--- src/rtl/ibr_pkg.sv ---
package ibr_pkg;

    localparam int CMD_W     = 64;
    localparam int DATA_LO   = 0;
    localparam int DATA_W    = 32;
    localparam int SEL_LO    = 32;
    localparam int SEL_W     = 3;
    localparam int DIR_BIT   = 56;
    localparam int OP_LO     = 57;
    localparam int OP_W      = 4;
    localparam int VALID_BIT = 63;
    localparam int EXT_OP    = 6;

    typedef enum logic [1:0] {
        PH_IDLE    = 2'd0,
        PH_STROBE  = 2'd1,
        PH_CAPTURE = 2'd2
    } phase_e;

    typedef struct packed {
        phase_e ph;
        logic   rd;
    } seq_state_t;

    typedef struct packed {
        logic [CMD_W-1:0] cmd;
    } bridge_state_t;

endpackage

--- src/rtl/ibr_cmd_decode.sv ---
module ibr_cmd_decode
    import ibr_pkg::*;
(
    input  logic [CMD_W-1:0] word,
    output logic             launch,
    output logic             bypass,
    output logic             is_read
);

    logic ext_op;

    always_comb begin
        ext_op  = (word[OP_LO +: OP_W] == OP_W'(EXT_OP));
        launch  = word[VALID_BIT] && ext_op;
        bypass  = word[VALID_BIT] && !ext_op;
        is_read = word[DIR_BIT];
    end

endmodule

--- src/rtl/ibr_access_seq.sv ---
module ibr_access_seq
    import ibr_pkg::*;
(
    input  logic clk,
    input  logic rst_n,
    input  logic start,
    input  logic start_rd,
    output logic strobe_rd,
    output logic strobe_wr,
    output logic done,
    output logic capture
);

    seq_state_t st_d, st_q;

    always_comb begin
        st_d = st_q;
        case (st_q.ph)
            PH_IDLE: begin
                if (start) begin
                    st_d.ph = PH_STROBE;
                    st_d.rd = start_rd;
                end
            end
            PH_STROBE:  st_d.ph = PH_CAPTURE;
            PH_CAPTURE: st_d.ph = PH_IDLE;
            default:    st_d.ph = PH_IDLE;
        endcase
    end

    always_ff @(posedge clk) begin
        if (!rst_n) begin
            st_q <= '{ph: PH_IDLE, rd: 1'b0};
        end else begin
            st_q <= st_d;
        end
    end

    always_comb begin
        strobe_rd = (st_q.ph == PH_STROBE) && st_q.rd;
        strobe_wr = (st_q.ph == PH_STROBE) && !st_q.rd;
        done      = (st_q.ph == PH_CAPTURE);
        capture   = done && st_q.rd;
    end

endmodule

--- src/rtl/ind_reg_bridge.sv ---
module ind_reg_bridge
    import ibr_pkg::*;
#(
    parameter int REG_W = 8
) (
    input  logic             clk,
    input  logic             rst_n,
    input  logic             host_wr_en,
    input  logic [63:0]      host_wr_data,
    output logic [63:0]      host_rd_data,
    output logic [2:0]       reg_sel,
    output logic             reg_rd,
    output logic             reg_wr,
    output logic [REG_W-1:0] reg_wdata,
    input  logic [REG_W-1:0] reg_rdata
);

    bridge_state_t st_d, st_q;

    logic launch, bypass, is_read;
    logic accept, start;
    logic strobe_rd, strobe_wr, done, capture;

    ibr_cmd_decode u_dec (
        .word    (host_wr_data),
        .launch  (launch),
        .bypass  (bypass),
        .is_read (is_read)
    );

    ibr_access_seq u_seq (
        .clk       (clk),
        .rst_n     (rst_n),
        .start     (start),
        .start_rd  (is_read),
        .strobe_rd (strobe_rd),
        .strobe_wr (strobe_wr),
        .done      (done),
        .capture   (capture)
    );

    // A new command is taken only while no access is pending.
    always_comb begin
        accept = host_wr_en && !st_q.cmd[VALID_BIT];
        start  = accept && launch;
    end

    always_comb begin
        st_d = st_q;
        if (done) begin
            st_d.cmd[VALID_BIT] = 1'b0;
            if (capture) begin
                st_d.cmd[DATA_LO +: DATA_W] = DATA_W'(reg_rdata);
            end
        end else if (accept) begin
            st_d.cmd = host_wr_data;
            if (bypass) begin
                st_d.cmd[VALID_BIT] = 1'b0;
            end
        end
    end

    always_ff @(posedge clk) begin
        if (!rst_n) begin
            st_q <= '{cmd: '0};
        end else begin
            st_q <= st_d;
        end
    end

    always_comb begin
        host_rd_data = st_q.cmd;
        reg_sel      = st_q.cmd[SEL_LO +: SEL_W];
        reg_wdata    = st_q.cmd[DATA_LO +: REG_W];
        reg_rd       = strobe_rd;
        reg_wr       = strobe_wr;
    end

endmodule

--- config.mk ---
export PLATFORM = sky130hd
export DESIGN_NAME = ind_reg_bridge
export DESIGN_NICKNAME = d
export VERILOG_FILES = /design/src/rtl/ibr_pkg.sv /design/src/rtl/ibr_cmd_decode.sv /design/src/rtl/ibr_access_seq.sv /design/src/rtl/ind_reg_bridge.sv
export SDC_FILE = /design/constraint.sdc
export NUM_CORES = 1
export LEC_CHECK = 0
export BUFFER_PORTS_ARGS = -buffer_cell sky130_fd_sc_hd__buf_2
export CAP_MARGIN = 20
export CORE_MARGIN = 10
export CORE_UTILIZATION = 39
export CTS_BUF_LIST = sky130_fd_sc_hd__clkbuf_8 sky130_fd_sc_hd__clkbuf_16
export DETAILED_ROUTE_END_ITERATION = 12
export PLACE_DENSITY_LB_ADDON = 0.15
export SLEW_MARGIN = 20
export SYNTH_ARGS = -nofsm -noshare
export SYNTH_HDL_FRONTEND = slang
export SYNTH_SLANG_ARGS = --single-unit
export TNS_END_PERCENT = 100
--- constraint.sdc ---
create_clock -name clk -period 2.11 [get_ports clk]
set_clock_uncertainty 0.05 [all_clocks]
set_input_delay 0.422 -clock clk [delete_from_list [all_inputs] [get_ports clk]]
set_output_delay 0.422 -clock clk [all_outputs]
set_load 0.005 [all_outputs]
==> qor.txt <==
global-route wire length before repair: 15,200 um
layout cells sized above 1: 40.6%
clk sinks: 67
hold depth: 3
antenna-violating nets left: 0
Peak supply drop: 293 uV
worst-margin pin slew: 0.606 ns
Arr. time, crit path: 1.85 ns
layout net count: 533
max-slew violation count: 0
vias per cell: 5.25
final global-route overflow total: 0
CP peak stage delay: 0.51 ns
Power Total: 0.00278 W
Post-CTS Hold Buffers: 0
Hold Fails Final Rpt: 0
setup TNS: 0 ns
most common library cells after synthesis: dfxtp_1, a21oi_1, nand3_1
die width: 107 um
hpwl dp: 6860 um
Finish-stage setup viols: 0
grt peak-use layer: met2
GPL Wtd Cong: 0.744
Synth top area share: 45.8%
Total Die Area: 11,400 um2
via count: 2,953
core area: 7290 um2
critical path endpoint category: register
met2 GRT Util: 24.7%
register-to-register setup slack: 0.40 ns
initial antenna violation count: 0
Synth Flop Type: dfxtp_1
post-synth net total: 409
CP bufs+invs: 0
GRT Overall Usage: 16.2%
root buf cell: clkbuf_8
CTS resizes: 0
Post-Route WL: 9720 um
critical path type: reg -> reg
Die Span Y: 107 um
power density over the cells: 734 nW/um2
syn avg cell area: 8.78 um2
Skew-Pair Late Insertion Delay: 0.33 ns
Port Buf Inserts: 151
Starting Density: 40.2%
sequential fraction of the synthesis area: 45.8%
reg2reg path depth: 3
I/O pin cnt: 152
Reg-to-Reg Start: u_seq.st_q[2]
diode count: 0
postcts setup bufs: 0
WL/cell: 17.3 um
GR Util met3: 6.41%
HP Start: host_wr_data[49]
met1 usage: 20.3%
outcome: completed
Pleak: 1.74 nW
Core Rows: 31
Netlist cell types: 32
Num CTS Buffers: 9
Worst Hold Class: in -> reg
Slowest cell on crit path: nand3b_2
DR DRC count: 0
CTS tree: yes
# fillers: 749
RSZ-0062 raised after global routing: false
Period minus WS final: 1.71 ns
asr flop ratio synth: 0%
area occupied by multi-input gates: 1260 um2
most common cell in the netlist: dfxtp_1
FF+latch area: 1340 um2
Relative slew margins: 59.4%
P&R area growth vs syn: 29.0%
leading area contributor after synthesis: dfxtp_1
period utilisation layout: 81.2%
synth top area cells: dfxtp_1, a21oi_1, nand3_1, o211ai_1, o21ai_0
WP data required: 2.24 ns
post-synthesis sequential element count: 67
Max Cap Viol: 0
vias in the first global route: 2,907
drt first pass iters: 5
Worst Path Max Fanout: 25
cells along the critical path: nand3b_2 -> o21ai_4 -> a311oi_1
Max Root-Sink Buffers: 2
Clock transition at path regs: 0.07 ns
Critical Path Source Type: register
Cell Area, Synth: 2930 um2
Post-Synthesis Cells: 334
Crit path max-delay family: compound AO/OA/AOI/OAI gates
yosys synthesis warning count: 0
DR iter-0 viols: 125
FMAX: 0.584 GHz
RR Endpoint: host_rd_data[3]
Post-synth EDFFs: 0
Max H-tree Level: 3
largest net degree at the start of global routing: 42
Worst Hold Path EP: host_rd_data[49]
-- registers in the layout, summed over array words and instances, names as in the netlist --
register,cells
host_rd_data,64
u_seq.st_q,3
-- power by group --
group / switching [W] / internal [W]
Combinational: 0.000182 / 0.000175
Clock: 0.000477 / 0.000568
Sequential: 0.0000388 / 0.00134
Total: 0.000697 / 0.00208
-- worst max-delay path by stage --
stage / start / endpoint / cells after the start
final: u_seq.st_q[2] / host_rd_data[3] / 3
after CTS: u_seq.st_q[2] / host_rd_data[39] / 4
after floorplan: host_wr_en / host_rd_data[4] / 4
after detailed placement: u_seq.st_q[2] / host_rd_data[3] / 3
after global routing: u_seq.st_q[2] / host_rd_data[3] / 3
after global placement: u_seq.st_q[2] / host_rd_data[6] / 3
-- worst reg2reg max path: stages (launching register included) --
cell      delay, ns
dfxtp_1        0.48
nand3b_2       0.51
o21ai_4        0.36
a311oi_1       0.17
-- logic make-up (layout without fill, tap and decap cells) --
| logic type | after synthesis | after routing | synth area share, % |
|---|---|---|---|
| flip-flops | 67 | 67 | 45.8 |
| multiplexers | 1 | 1 | 0.341 |
| AO/OA/AOI/OAI | 128 | 128 | 26.9 |
| buffers and inverters | 51 | 180 | 11.6 |
| AND/OR/NAND/NOR | 87 | 87 | 15.4 |
-- per-layer routing --
metal	up-vias	part of all wire (%)
met4	0	0.50
met5	-	0
met2	100	46
li1	1455	-
met1	1394	45
met3	4	8.5
-- metrics by stage --
| stage | area [um2] | hold slack (ns) | setup WS (ns) | util, % | instances |
|---|---|---|---|---|---|
| 2_1_floorplan | 2930 | 0.420 | 0.813 | - | 334 |
| 3_3_place_gp | 3590 | 0.407 | 0.466 | 49.2 | 546 |
| 3_5_place_dp | 3590 | 0.416 | 0.427 | 49.2 | 546 |
| 4_1_cts | 3780 | 0.266 | 0.402 | 51.9 | 562 |
| 5_1_grt | 3780 | 0.268 | 0.274 | 51.9 | 562 |
| 6_report | 3780 | 0.282 | 0.396 | 51.9 | 562 |
-- cell type report --
cell class                 instances  area share (%)
clock buffer                      10            3.64
clock inverter                     6            1.52
inverter                           1          0.0992
multi-input combinational        216            33.3
sequential                        67            35.5
tap                               99            3.27
timing repair buffer             163            22.7
-- cells in the final DEF, fill, tap and decap left out, types with 4 or more instances in the layout --
cell / count
a211oi_1: 8
nand3_1: 55
a311oi_2: 4
nand2_1: 18
buf_4: 11
dfxtp_1: 67
o21ai_1: 7
a311oi_1: 4
o21ai_0: 24
o211ai_1: 24
clkbuf_8: 10
buf_2: 151
a21oi_1: 55
Note: power is estimated with default switching activity, not from simulation.
